==> src/rtl/pcap_pkg.sv <==
package pcap_pkg;
  typedef enum logic [1:0] {
    MT_NONE   = 2'd0,
    MT_PULSE  = 2'd1,
    MT_PERIOD = 2'd2,
    MT_BOTH   = 2'd3
  } meas_t;

  typedef enum logic [1:0] {
    ST_IDLE = 2'd0,
    ST_WAIT = 2'd1,
    ST_RUN  = 2'd2
  } cap_st_t;
endpackage

==> src/rtl/pcap_sync.sv <==
module pcap_sync #(
  parameter int N = 2
) (
  input  logic         clk,
  input  logic         rst_n,
  input  logic [N-1:0] pin_i,
  output logic [N-1:0] rise_o,
  output logic [N-1:0] fall_o
);
  // Two metastability flops, then one history flop per pin for edge detection.
  for (genvar g = 0; g < N; g++) begin : g_pin
    logic m1_q, m2_q, m3_q;
    always_ff @(posedge clk or negedge rst_n) begin
      if (!rst_n) begin
        m1_q <= 1'b0;
        m2_q <= 1'b0;
        m3_q <= 1'b0;
      end else begin
        m1_q <= pin_i[g];
        m2_q <= m1_q;
        m3_q <= m2_q;
      end
    end
    assign rise_o[g] = m2_q & ~m3_q;
    assign fall_o[g] = ~m2_q & m3_q;
  end
endmodule

==> src/rtl/pcap_edge_sel.sv <==
module pcap_edge_sel
  import pcap_pkg::*;
(
  input  logic [1:0] rise_i,
  input  logic [1:0] fall_i,
  input  logic       sel_i,
  input  logic       inv_i,
  input  meas_t      mtype_i,
  output logic       start_o,
  output logic       cap_o
);
  logic r, f, opp;

  always_comb begin
    r       = rise_i[sel_i];
    f       = fall_i[sel_i];
    start_o = inv_i ? f : r;
    opp     = inv_i ? r : f;
    case (mtype_i)
      MT_PERIOD: cap_o = start_o;
      MT_PULSE:  cap_o = opp;
      MT_BOTH:   cap_o = r | f;
      default:   cap_o = 1'b0;
    endcase
  end
endmodule

==> src/rtl/pcap_timer.sv <==
module pcap_timer #(
  parameter int CW = 8,
  parameter int OW = 4
) (
  input  logic          clk,
  input  logic          rst_n,
  input  logic          clr_i,
  input  logic          load_i,
  input  logic          run_i,
  input  logic          ovf_clr_i,
  input  logic [CW-1:0] per_len_i,
  output logic [CW-1:0] cnt_o,
  output logic [OW-1:0] ovf_o
);
  logic [CW-1:0] cnt_q, cnt_n, wrap_at;
  logic [OW-1:0] ovf_q, ovf_n;

  assign wrap_at = per_len_i - CW'(1);

  always_comb begin
    cnt_n = cnt_q;
    ovf_n = ovf_q;
    if (clr_i) begin
      cnt_n = '0;
      ovf_n = '0;
    end else if (load_i) begin
      cnt_n = CW'(1);
      ovf_n = '0;
    end else begin
      if (ovf_clr_i) ovf_n = '0;
      if (run_i) begin
        if (cnt_q == wrap_at) begin
          cnt_n = '0;
          if (ovf_q != '1) ovf_n = ovf_q + OW'(1);
        end else begin
          cnt_n = cnt_q + CW'(1);
        end
      end
    end
  end

  always_ff @(posedge clk or negedge rst_n) begin
    if (!rst_n) begin
      cnt_q <= '0;
      ovf_q <= '0;
    end else begin
      cnt_q <= cnt_n;
      ovf_q <= ovf_n;
    end
  end

  assign cnt_o = cnt_q;
  assign ovf_o = ovf_q;
endmodule

==> src/rtl/pcap_unit.sv <==
module pcap_unit
  import pcap_pkg::*;
#(
  parameter int CW = 8,
  parameter int OW = 4
) (
  input  logic            clk,
  input  logic            rst_n,
  input  logic            pin_a,
  input  logic            pin_b,
  input  logic            pin_sel,
  input  logic [1:0]      meas_type,
  input  logic            invert,
  input  logic            continuous,
  input  logic [CW-1:0]   period_len,
  input  logic            arm,
  input  logic            disarm,
  output logic            active,
  output logic [CW-1:0]   timer_count,
  output logic            res_valid,
  output logic [CW+OW-1:0] res_period,
  output logic [CW+OW-1:0] res_pulse,
  output logic            busy_err,
  output logic            inval_err,
  output logic            cancel
);
  localparam int RW = CW + OW;

  // Reset: asserted asynchronously, released on the clock.
  logic rst_m_q, rst_i_n;
  always_ff @(posedge clk or negedge rst_n) begin
    if (!rst_n) begin
      rst_m_q <= 1'b0;
      rst_i_n <= 1'b0;
    end else begin
      rst_m_q <= 1'b1;
      rst_i_n <= rst_m_q;
    end
  end

  cap_st_t       st_q, st_n;
  meas_t         mtype_q, mtype_n;
  logic          sel_q, sel_n, inv_q, inv_n, cont_q, cont_n, half_q, half_n;
  logic [RW-1:0] pend_q, pend_n, per_q, per_n, pul_q, pul_n;
  logic          valid_q, valid_n, busy_q, busy_n, inval_q, inval_n, cancel_q, cancel_n;
  logic          t_clr, t_load, t_run, t_oclr, done, running;
  logic [1:0]    rise, fall;
  logic          start_ev, cap_ev;
  logic [CW-1:0] cnt;
  logic [OW-1:0] ovf;
  logic [CW:0]   per_full;
  logic [RW-1:0] cap_val;

  pcap_sync #(.N(2)) u_sync (
    .clk(clk), .rst_n(rst_i_n), .pin_i({pin_b, pin_a}), .rise_o(rise), .fall_o(fall)
  );

  pcap_edge_sel u_esel (
    .rise_i(rise), .fall_i(fall), .sel_i(sel_q), .inv_i(inv_q),
    .mtype_i(mtype_q), .start_o(start_ev), .cap_o(cap_ev)
  );

  pcap_timer #(.CW(CW), .OW(OW)) u_timer (
    .clk(clk), .rst_n(rst_i_n), .clr_i(t_clr), .load_i(t_load), .run_i(t_run),
    .ovf_clr_i(t_oclr), .per_len_i(period_len), .cnt_o(cnt), .ovf_o(ovf)
  );

  assign running  = (st_q == ST_RUN);
  assign per_full = {(period_len == '0), period_len};
  assign cap_val  = RW'(ovf) * RW'(per_full) + RW'(cnt);

  always_comb begin
    st_n = st_q;  mtype_n = mtype_q; sel_n = sel_q; inv_n = inv_q; cont_n = cont_q;
    half_n = half_q; pend_n = pend_q; per_n = per_q; pul_n = pul_q;
    valid_n = 1'b0; busy_n = 1'b0; inval_n = 1'b0; cancel_n = 1'b0;
    t_clr = 1'b0; t_load = 1'b0; t_run = running; t_oclr = 1'b0; done = 1'b0;
    if (disarm) begin
      st_n     = ST_IDLE;
      t_clr    = 1'b1;
      t_run    = 1'b0;
      half_n   = 1'b0;
      cancel_n = (st_q != ST_IDLE);
    end else if (arm && st_q == ST_IDLE) begin
      if (meas_t'(meas_type) == MT_NONE) begin
        inval_n = 1'b1;
      end else begin
        st_n    = ST_WAIT;
        mtype_n = meas_t'(meas_type);
        sel_n   = pin_sel;
        inv_n   = invert;
        cont_n  = continuous;
        half_n  = 1'b0;
        t_clr   = 1'b1;
      end
    end else begin
      busy_n = arm;
      case (st_q)
        ST_WAIT: begin
          if (start_ev) begin
            st_n   = ST_RUN;
            t_load = 1'b1;
          end
        end
        ST_RUN: begin
          if (cap_ev && cnt != '0) begin
            case (mtype_q)
              MT_PULSE:  begin pul_n = cap_val; per_n = '0; done = 1'b1; end
              MT_PERIOD: begin per_n = cap_val; pul_n = '0; done = 1'b1; end
              default: begin
                if (!half_q) begin
                  pend_n = cap_val;
                  half_n = 1'b1;
                end else begin
                  per_n  = cap_val;
                  pul_n  = pend_q;
                  half_n = 1'b0;
                  done   = 1'b1;
                end
              end
            endcase
            if (done) begin
              valid_n = 1'b1;
              if (!cont_q) begin
                st_n  = ST_IDLE;
                t_clr = 1'b1;
                t_run = 1'b0;
              end else if (start_ev) begin
                t_load = 1'b1;
              end else begin
                st_n   = ST_WAIT;
                t_run  = 1'b0;
                t_oclr = 1'b1;
              end
            end
          end
        end
        default: ;
      endcase
    end
  end

  always_ff @(posedge clk or negedge rst_i_n) begin
    if (!rst_i_n) begin
      st_q <= ST_IDLE;  mtype_q <= MT_NONE; sel_q <= 1'b0; inv_q <= 1'b0; cont_q <= 1'b0;
      half_q <= 1'b0;   pend_q <= '0; per_q <= '0; pul_q <= '0;
      valid_q <= 1'b0;  busy_q <= 1'b0; inval_q <= 1'b0; cancel_q <= 1'b0;
    end else begin
      st_q <= st_n;     mtype_q <= mtype_n; sel_q <= sel_n; inv_q <= inv_n; cont_q <= cont_n;
      half_q <= half_n; pend_q <= pend_n; per_q <= per_n; pul_q <= pul_n;
      valid_q <= valid_n; busy_q <= busy_n; inval_q <= inval_n; cancel_q <= cancel_n;
    end
  end

  assign active      = (st_q != ST_IDLE);
  assign timer_count = cnt;
  assign res_valid   = valid_q;
  assign res_period  = per_q;
  assign res_pulse   = pul_q;
  assign busy_err    = busy_q;
  assign inval_err   = inval_q;
  assign cancel      = cancel_q;
endmodule

==> config.mk <==
export PLATFORM = sky130hd
export DESIGN_NAME = pcap_unit
export DESIGN_NICKNAME = d
export VERILOG_FILES = /design/src/rtl/pcap_pkg.sv /design/src/rtl/pcap_sync.sv /design/src/rtl/pcap_edge_sel.sv /design/src/rtl/pcap_timer.sv /design/src/rtl/pcap_unit.sv
export SDC_FILE = /design/constraint.sdc
export NUM_CORES = 1
export LEC_CHECK = 0
export BUFFER_PORTS_ARGS = -buffer_cell sky130_fd_sc_hd__buf_2
export CAP_MARGIN = 40
export CORE_AREA = 2 2 102 104
export DETAILED_ROUTE_END_ITERATION = 6
export DIE_AREA = 0 0 104 106
export GPL_TIMING_DRIVEN = 0
export PLACE_DENSITY = 0.69
export RECOVER_POWER = 25
export SLEW_MARGIN = 20
export SYNTH_ARGS = -nofsm -noshare
export SYNTH_HDL_FRONTEND = slang
export SYNTH_HIERARCHICAL = 1
export SYNTH_SLANG_ARGS = --single-unit
==> constraint.sdc <==
create_clock -name clk -period 5.1 [get_ports clk]
set_input_delay 1.02 -clock clk [delete_from_list [all_inputs] [get_ports clk]]
set_output_delay 1.02 -clock clk [all_outputs]
set_load 0.03 [all_outputs]
==> results.json, run 1 <==
{
  "p_leak_nw": 2.713,
  "criticalPathCategory": "input pin to register",
  "cpMaxStageDelayCell": "fa_1",
  "place_congestion": 0.8236,
  "die_h_um": 106,
  "fmax_mhz": 225.7,
  "cts_tree": "done",
  "worstHoldPathCells": 0,
  "avgSynthCellArea_um2": 9.888,
  "routed_wirelength_mm": 10.33,
  "grt_pass1_wl_mm": 18.22,
  "diodes": 0,
  "cp-start-kind": "input pin",
  "clk_pin_slew_worst_paths_ns": 0.08,
  "hold_ws_ns": 0.3514,
  "yosys.area.top_type_share_pct": 34.98,
  "crit_path_end_kind": "register",
  "drt_iter0_markers": 158,
  "overflow": 0,
  "ys_types": 70,
  "nNetsFinal": 628,
  "syn_to_final_growth_pct": 13.86,
  "r2r_cells": 11,
  "cts_max_level": 3,
  "vdd_drop_max_mv": 0.1736,
  "cp.depth": 12,
  "finalHoldViolCount": 0,
  "final.setup_skew_ns": 0.008197,
  "tightest_slew_ns": 1.871,
  "clk_path_buf_depth": 2,
  "finalSetupTns_ns": 0,
  "die_area_um2": 11020,
  "r2r-end": "res_pulse[8]",
  "synth_edf_count": 0,
  "mostFrequentLayoutCell": "dfrtp_1",
  "slowest_delay_ns": 0.55,
  "r2r_start": "u_timer/ovf_o[3]",
  "io_buffers": 55,
  "via_per_inst": 5.407,
  "hold_path.class": "register to register",
  "numCtsBuffers": 9,
  "grt_max_degree": 37,
  "insertion_delay_ns": 0.35,
  "postCtsSetupBuffers": 0,
  "rsz0062_at_grt": "no",
  "critical_path.top_delay_family": "adder cells",
  "finalSetupViolations": 0,
  "synth_area_um2": 4865,
  "critPathLaunch": "period_len[4]",
  "layout_common_cells": "dfrtp_1, buf_2, inv_1",
  "seq_area_frac_synth_pct": 34.98,
  "rows": 37,
  "grt_pass1_vias": 3882,
  "slew_headroom_pct": -24.70,
  "critical_path_peak_fanout": 7,
  "cpMostUsedCell": "fa_1",
  "slew_viol_final": 37,
  "synth_ff_type": "dfrtp_1",
  "status": "finished, violations left",
  "final.min_clock_period_ns": 4.431,
  "clock-root-buffer": "clkbuf_8",
  "wl_per_cell_um": 14.76,
  "synth_area_leader_cell": "dfrtp_1",
  "detail-route-antenna-nets": 0,
  "clock_sinks": 68,
  "async_reset_ff_share_pct": 100.0,
  "violations": "max-capacitance violations, max-slew violations",
  "start_util_pct": 48.65,
  "maxCapViolCount": 1,
  "core-area_um2": 10000,
  "synthCells": 492,
  "vias": 3785,
  "finish.utilization_pct": 55.39,
  "postCtsResizedCells": 0,
  "drt_pass1_iterations": 4,
  "period_share_pct": 86.87,
  "crit_end": "res_pulse[8]",
  "hold_buffers": 0,
  "synth-seq-cells": 68,
  "yosysWarnings": 6,
  "drc_errors": 0,
  "synth.area.top_cells": "dfrtp_1, fa_1, ha_1",
  "arrival_ns": 4.67,
  "fp.dieW_um": 104,
  "grt_antenna_before_repair": 0,
  "grtUsageTotal_pct": 20.19,
  "cp.buffers_inverters": 3,
  "io-pin-count": 56,
  "ff2ff_setup_slack_ns": 0.95,
  "path_cells": "buf_2, and2_1, fa_1, fa_1, inv_1, fa_1, inv_1, ha_1, nor2b_1, a2111oi_0, o211ai_1, a221o_1",
  "synth_nets": 561,
  "drive_above_1_share_pct": 20.39,
  "dp_hpwl_mm": 7.822,
  "critical_path_required_ns": 5.34,
  "power_density_nw_per_um2": 288.1
}
-- report_power, final --
part           internal (mW)  total (mW)  switching, mW  leakage, nW
registers              0.601       0.651         0.0497        0.903
clock network          0.291       0.508          0.217        0.110
logic                  0.157       0.436          0.279         1.70
-- layout make-up --
class	count	area, um2
repair buffers	56	277.8
flip-flops and latches	68	1702
inverters	48	180.2
well taps	136	170.2
fillers	953	4461
clock buffers	11	141.4
multi-input cells	363	2902
clock inverters	5	85.08
plain buffers	13	81.33
-- sequential cells by signal (all words and copies together) (netlist names), 2 cells and up --
register,count
u_timer/cnt_o,8
u_timer/ovf_o,4
st_q,2
pend_q,12
u_sync/g_pin.m3_q,2
mtype_q,2
u_sync/g_pin.m2_q,2
res_period,12
res_pulse,12
u_sync/g_pin.m1_q,2
-- kinds of logic after synthesis --
kind of cell    synth area share (%)
compound gates                 14.25
xor+xnor                       3.884
fa+ha+maj                      15.95
buf+inv                        5.375
flops                          34.98
mux                            5.427
other cells                  0.07709
simple gates                   20.06
-- how the worst min path moves through the flow --
stage / end / slack (ns) / from
after global routing: u_sync/g_pin[1].m2_q / 0.36 / u_sync/g_pin[1].m1_q
after CTS: busy_err / 0.29 / rst_i_n
after global placement: u_sync/g_pin[1].m2_q / 0.33 / u_sync/g_pin[1].m1_q
after detailed placement: inval_err / 0.29 / rst_i_n
after floorplan: rst_i_n / 0.33 / rst_m_q
final: u_sync/g_pin[1].m2_q / 0.35 / u_sync/g_pin[1].m1_q
-- worst register-to-register path, stage by stage (launching register included) --
cell and delay (ns):
dfrtp_1 0.51, and2_1 0.22, fa_1 0.51, fa_1 0.55, inv_1 0.05, fa_1 0.49
inv_1 0.04, ha_1 0.37, nor2b_1 0.18, a2111oi_0 0.51, o211ai_1 0.26, a221o_1 0.33
-- per-layer routing --
| layer | share of wire (%) | vias to the layer above | wire length [um] | global-route usage (%) |
|---|---|---|---|---|
| li1 | - | 1847 | - | - |
| met3 | 2.7 | 12 | 278 | 3.250 |
| met2 | 50 | 58 | 5177 | 34.73 |
| met1 | 45 | 1868 | 4699 | 25.84 |
| met5 | 0 | - | 0 | 0 |
| met4 | 1.7 | 0 | 178 | 7.336 |
-- stage by stage --
| stage | power, mW | setup WS [ns] | instance area (um2) | std cells |
|---|---|---|---|---|
| CTS | 1.609 | 0.6412 | 5560 | 700 |
| finish | 1.596 | 0.6695 | 5539 | 700 |
| detailed placement | 1.098 | 0.2607 | 5334 | 684 |
| floorplan | 0.9703 | 0.7597 | 4865 | 492 |
| global route | 1.688 | 0.4518 | 5539 | 700 |
| global placement | 1.078 | 0.3083 | 5310 | 683 |
-- Yosys cell counts, types with 4 or more instances --
cell,count
and3_1,7
nor3b_1,5
a31oi_1,4
a211o_1,4
o21ai_0,25
xnor2_1,16
nor3_1,5
fa_1,20
inv_1,48
o211ai_1,4
nor2_1,33
o22ai_1,5
buf_6,4
a21oi_1,20
mux2_2,8
nand2b_1,9
nor2b_1,5
and2_1,34
nand4_1,6
ha_1,30
nand2_1,33
dfrtp_1,68
and2b_2,4
mux2_4,7
clkbuf_1,6
nand3_1,13
a22o_1,6
a221oi_1,5
Power figures use the tool's default switching activity.
==> run 2, diff against run 1 <==
--- a/config.mk
+++ b/config.mk
@@ -13,6 +13,7 @@
 export GPL_TIMING_DRIVEN = 0
 export PLACE_DENSITY = 0.69
 export RECOVER_POWER = 25
+export REMOVE_ABC_BUFFERS = 1
 export SLEW_MARGIN = 20
 export SYNTH_ARGS = -nofsm -noshare
 export SYNTH_HDL_FRONTEND = slang
==> constraint.sdc (replaced) <==
create_clock -name clk -period 5.1 [get_ports clk]
set_input_delay 1.02 -clock clk [delete_from_list [all_inputs] [get_ports clk]]
set_output_delay 1.02 -clock clk [all_outputs]
set_load 0.005 [all_outputs]
==> run 2 against run 1 <==
The run still ends with max-capacitance violations, max-slew violations left. Global-route usage fell by 1.2 points. Register-to-register slack barely moved. Count of clock-buffer cells in the layout rose by 2. Sequential share of layout area rose by 0.49 points. Clock power fell by 8.3%. Via count fell by 1.4%. Critical path type unchanged. Largest cell class unchanged.
==> results.json, run 2 (synthesized netlist as in run 1, its figures left out) <==
{
  "cts_tree": "done",
  "grt_pass1_vias": 3699,
  "power_density_nw_per_um2": 273.9,
  "clock_sinks": 68,
  "cts_max_level": 3,
  "arrival_ns": 4.69,
  "via_per_inst": 5.426,
  "whs_endpoint": "u_sync/g_pin[1].m2_q",
  "grt_antenna_before_repair": 0,
  "final.min_clock_period_ns": 4.445,
  "fmax_mhz": 225.0,
  "detail-route-antenna-nets": 0,
  "seqPwrFrac_pct": 43.7,
  "layout_common_cells": "dfrtp_1, buf_2, inv_1",
  "hold_buffers": 0,
  "r2r_start": "u_timer/ovf_o[1]",
  "swShare_pct": 31.66,
  "clk_path_buf_depth": 2,
  "rsz0062_at_grt": "no",
  "dp_cells": 672,
  "rows": 37,
  "drt_pass1_iterations": 4,
  "postCtsResizedCells": 0,
  "hold_start": "u_sync/g_pin[1].m1_q",
  "finalSetupTns_ns": 0,
  "worstHoldPathCells": 0,
  "clock-root-buffer": "clkbuf_8",
  "status": "finished, violations left",
  "register_area_um2": 1702,
  "violations": "max-capacitance violations, max-slew violations",
  "start_util_pct": 48.65,
  "final.setup_skew_ns": 0.007261,
  "grt_pass1_wl_mm": 17.31,
  "numCtsBuffers": 9,
  "die_h_um": 106,
  "hold_path.class": "register to register",
  "ff2ff_setup_slack_ns": 0.94,
  "cp-start-kind": "input pin",
  "p_leak_nw": 2.679,
  "combPwrFrac_pct": 25.1,
  "multi_input_area_um2": 2902,
  "setup_ws_ns": 0.6552,
  "vias": 3733,
  "dp_hpwl_mm": 7.521,
  "grtUsageTotal_pct": 19.00,
  "drt_iter0_markers": 133,
  "place_congestion": 0.8289,
  "fp.dieW_um": 104,
  "insertion_delay_ns": 0.34,
  "period_share_pct": 87.15,
  "criticalPathCategory": "input pin to register",
  "nNetsFinal": 616,
  "finalHoldViolCount": 0,
  "critical_path_required_ns": 5.34,
  "critical_path_peak_fanout": 7,
  "postCtsSetupBuffers": 0,
  "p_switching_uw": 472.7,
  "pwr-share-clk_pct": 31.2,
  "core-area_um2": 10000,
  "stdcell_count": 688,
  "tightest_slew_ns": 1.836,
  "io_buffers": 55,
  "mostFrequentLayoutCell": "dfrtp_1",
  "total_power_mw": 1.493,
  "drive_above_1_share_pct": 19.93,
  "final.fill_count": 906,
  "finalSetupViolations": 0,
  "p_int_mw": 1.020,
  "crit_path_end_kind": "register",
  "routed_wirelength_mm": 10.03,
  "wl_per_cell_um": 14.57,
  "hold_ws_ns": 0.3510,
  "overflow": 0,
  "vdd_drop_max_mv": 0.1862,
  "pre_cts_slack_ns": 0.2896,
  "diodes": 0,
  "slew_headroom_pct": -22.40,
  "clk_pin_slew_worst_paths_ns": 0.07,
  "r2r_cells": 12,
  "slew_viol_final": 37,
  "r2r-end": "res_period[11]",
  "die_area_um2": 11020,
  "syn_to_final_growth_pct": 12.06,
  "drc_errors": 0,
  "io-pin-count": 56,
  "maxCapViolCount": 1,
  "grt_max_degree": 37
}
-- run 2: critical path, cell delays in order --
cell and delay, ns:
buf_2 0.15, and2_1 0.19, fa_1 0.51, fa_1 0.54, inv_1 0.05, fa_1 0.49, inv_1 0.04, ha_1 0.37
a211oi_2 0.29, o21ai_0 0.14, o221ai_1 0.15, xnor3_1 0.50, o31ai_1 0.24
-- run 2: per-layer routing --
| layer | vias to the layer above | track usage [%] | share of wire [%] |
|---|---|---|---|
| met5 | - | 0 | 0 |
| li1 | 1824 | - | - |
| met3 | 8 | 3.924 | 3.3 |
| met2 | 69 | 33.04 | 50 |
| met4 | 0 | 4.247 | 0.82 |
| met1 | 1832 | 24.56 | 46 |
-- run 2: worst max-delay path by stage --
stage,start,end,depth (start not counted),slack [ns]
after global placement,period_len[0],res_period[11],12,0.36
final,period_len[4],res_period[11],13,0.66
after global routing,period_len[4],res_period[11],13,0.36
after floorplan,period_len[4],res_period[11],12,0.76
after CTS,period_len[4],res_period[11],13,0.65
after detailed placement,period_len[4],res_period[11],13,0.29
-- run 2: metrics by stage --
stage | area, um2 | utilization (%)
after floorplan | 4783 | -
after global placement | 5229 | 52.29
after detailed placement | 5260 | 52.60
after CTS | 5473 | 54.73
after global routing | 5451 | 54.52
final | 5451 | 54.52
-- run 2: layout make-up --
type / count / area share, %
timing repair buffer: 57 / 5.233
inverter: 48 / 3.305
tap: 136 / 3.121
clock inverter: 3 / 0.8033
multi-input combinational: 363 / 53.22
clock buffer: 13 / 3.098
sequential: 68 / 31.21
-- run 2: power by group through the flow --
stage / Clock (mW) / Combinational [mW] / Sequential (mW)
detailed placement: 0 / 0.374 / 0.664
CTS: 0.478 / 0.378 / 0.653
finish: 0.466 / 0.374 / 0.652
global placement: 0 / 0.358 / 0.665
global route: 0.504 / 0.417 / 0.663
floorplan: 0 / 0.260 / 0.656
==> run 3, diff against run 2 <==
--- a/config.mk
+++ b/config.mk
@@ -5,13 +5,13 @@
 export SDC_FILE = /design/constraint.sdc
 export NUM_CORES = 1
 export LEC_CHECK = 0
+export ABC_AREA = 1
 export BUFFER_PORTS_ARGS = -buffer_cell sky130_fd_sc_hd__buf_2
 export CAP_MARGIN = 40
-export CORE_AREA = 2 2 102 104
+export CORE_AREA = 2 2 132 134
 export DETAILED_ROUTE_END_ITERATION = 6
-export DIE_AREA = 0 0 104 106
+export DIE_AREA = 0 0 134 136
 export GPL_TIMING_DRIVEN = 0
-export PLACE_DENSITY = 0.69
 export RECOVER_POWER = 25
 export REMOVE_ABC_BUFFERS = 1
 export SLEW_MARGIN = 20
==> run 3 against run 2 <==
The flow still finishes with violations (max-capacitance violations, max-slew violations). Sequential cell count did not move. Synthesized cell count rose by 43%. First-iteration DRC count rose by 130%. Combinational power rose by 22%. Via count rose by 15%. Clock skew barely moved. Maximum frequency rose by 9.6%. Largest cell class unchanged. Largest power group unchanged.
==> results.json, run 3 <==
{
  "finalSetupTns_ns": 0,
  "grt_max_degree": 43,
  "synth-seq-cells": 68,
  "grt_pass1_wl_mm": 20.22,
  "drt_pass1_iterations": 5,
  "hold_buffers": 0,
  "pre_cts_slack_ns": 0.6967,
  "postCtsResizedCells": 0,
  "wl_met1_mm": 5.582,
  "finalSetupViolations": 0,
  "io_buffers": 55,
  "hold_path.class": "register to register",
  "cp-start-kind": "input pin",
  "critical_path.top_delay_family": "adder cells",
  "fp.dieW_um": 134,
  "grt_antenna_before_repair": 0,
  "synth_area_um2": 5144,
  "rsz0062_at_grt": "no",
  "start_util_pct": 30.48,
  "r2r-end": "res_period[9]",
  "criticalPathCategory": "input pin to register",
  "final.min_clock_period_ns": 4.056,
  "period_share_pct": 79.53,
  "arrival_ns": 4.29,
  "critical_path_required_ns": 5.33,
  "seq_area_frac_synth_pct": 33.08,
  "drt_iter0_markers": 311,
  "synth_edf_count": 0,
  "cpMaxStageDelayCell": "fa_1",
  "r2r_start": "u_timer/ovf_o[2]",
  "status": "finished, violations left",
  "clock-root-buffer": "clkbuf_16",
  "wl_per_cell_um": 11.62,
  "clk_path_buf_depth": 2,
  "drive_above_1_share_pct": 13.52,
  "crit_path_end_kind": "register",
  "mostFrequentLayoutCell": "nand2_1",
  "fmax_mhz": 246.6,
  "numCtsBuffers": 9,
  "clock_sinks": 68,
  "ys_types": 43,
  "core-area_um2": 16880,
  "tightest_slew_ns": 2.305,
  "detail-route-antenna-nets": 0,
  "nNetsFinal": 826,
  "synth_area_leader_cell": "dfrtp_1",
  "clk_pin_slew_worst_paths_ns": 0.06,
  "dp_hpwl_mm": 8.978,
  "hold_ws_ns": 0.3473,
  "diodes": 0,
  "swShare_pct": 35.25,
  "place_congestion": 0.8436,
  "synthCells": 702,
  "layout_common_cells": "nand2_1, inv_1, dfrtp_1",
  "routed_wirelength_mm": 11.47,
  "combPwrFrac_pct": 26.7,
  "postCtsSetupBuffers": 0,
  "highest_layer": "met4",
  "synth_ff_type": "dfrtp_1",
  "rows": 48,
  "ys_top_cells_by_count": "nand2_1, inv_1, dfrtp_1",
  "syn_to_final_growth_pct": 14.86,
  "die_h_um": 136,
  "dr_wl_met2_mm": 5.185,
  "violations": "max-capacitance violations, max-slew violations",
  "cts_max_level": 3,
  "p_leak_nw": 3.421,
  "cp.buffers_inverters": 4,
  "crit_end": "res_period[9]",
  "yosysWarnings": 6,
  "pwr-share-clk_pct": 34.1,
  "p_int_mw": 1.104,
  "avgSynthCellArea_um2": 7.327,
  "critPathLaunch": "period_len[3]",
  "power_density_nw_per_um2": 288.6,
  "final.setup_skew_ns": 0.007587,
  "r2r_cells": 15,
  "synth.area.top_cells": "dfrtp_1, nand2_1, inv_1",
  "path_cells": "buf_2, nand2_1, inv_1, fa_1, fa_1, inv_1, fa_1, inv_1, ha_1, a21oi_1, nor2_1, nor2_1, nand3_1, and2_1, nand2_1, nand2_1",
  "slowest_delay_ns": 0.55,
  "insertion_delay_ns": 0.34,
  "yosys.area.top_type_share_pct": 33.08,
  "p_switching_uw": 601.1,
  "overflow": 0,
  "grt_pass1_vias": 4244,
  "finalHoldViolCount": 0,
  "drc_errors": 0,
  "yosysMostFrequentCell": "nand2_1",
  "ff2ff_setup_slack_ns": 1.28,
  "slew_viol_final": 43,
  "cts_tree": "done",
  "critical_path_peak_fanout": 9,
  "grtUsageTotal_pct": 13.72,
  "vias": 4299,
  "async_reset_ff_share_pct": 100.0,
  "slew_headroom_pct": -53.67,
  "seqPwrFrac_pct": 39.2,
  "io-pin-count": 56,
  "cp.depth": 16,
  "setup_ws_ns": 1.044,
  "die_area_um2": 18220,
  "vdd_drop_max_mv": 0.1548,
  "wl_met3_um": 562,
  "maxCapViolCount": 1,
  "via_per_inst": 4.356,
  "final.fill_count": 1798
}
==> run 3: cell families (layout without fill, tap and decap cells) <==
kind of cell / after synthesis / after routing / synth area share [%]
buffers and inverters: 150 / 210 / 11.60
other: 1 / 1 / 0.07290
muxes: 3 / 3 / 0.6567
DFF: 68 / 68 / 33.08
AOI/OAI and AO/OA: 60 / 60 / 6.933
xor gates and xnor gates: 12 / 12 / 2.043
and+or+nand+nor: 358 / 358 / 30.53
adders and majority gates: 50 / 50 / 15.08
==> run 3: cell type report <==
class	count	area, um2	share of cell area, %
clock buffer	10	239.0	4.045
clock inverter	6	38.79	0.6565
inverter	137	516.7	8.746
multi-input combinational	484	2845	48.16
sequential	68	1702	28.80
tap	225	281.5	4.765
timing repair buffer	57	285.3	4.828
==> run 3: worst min path at each step <==
stage / cells after the start / end / from
final: 0 / rst_i_n / rst_m_q
after global routing: 0 / rst_i_n / rst_m_q
after CTS: 0 / res_period[8] / rst_i_n
after detailed placement: 0 / res_period[4] / rst_i_n
after global placement: 0 / rst_i_n / rst_m_q
after floorplan: 0 / rst_i_n / rst_m_q
==> run 3: metal layers <==
layer,vias to the layer above,global-route usage (%)
met5,-,0
met4,0,3.546
met3,11,3.244
met2,84,22.48
met1,1948,18.26
li1,2256,-
==> run 3: stage by stage <==
stage                     area [um2]  cells  utilization (%)  power (mW)
after global routing            5908    987            35.01       1.823
after global placement          5620    969            33.30       1.133
after detailed placement        5659    971            33.53       1.138
final                           5908    987            35.01       1.705
after floorplan                 5064    689                -      0.9838
after CTS                       5937    987            35.18       1.732
==> run 3: power by group through the flow <==
| stage | clock network, mW | registers, mW | logic, mW |
|---|---|---|---|
| 6_report | 0.582 | 0.668 | 0.455 |
| 5_1_grt | 0.618 | 0.681 | 0.524 |
| 2_1_floorplan | 0 | 0.669 | 0.315 |
| 3_5_place_dp | 0 | 0.679 | 0.459 |
| 4_1_cts | 0.600 | 0.670 | 0.462 |
| 3_3_place_gp | 0 | 0.685 | 0.448 |
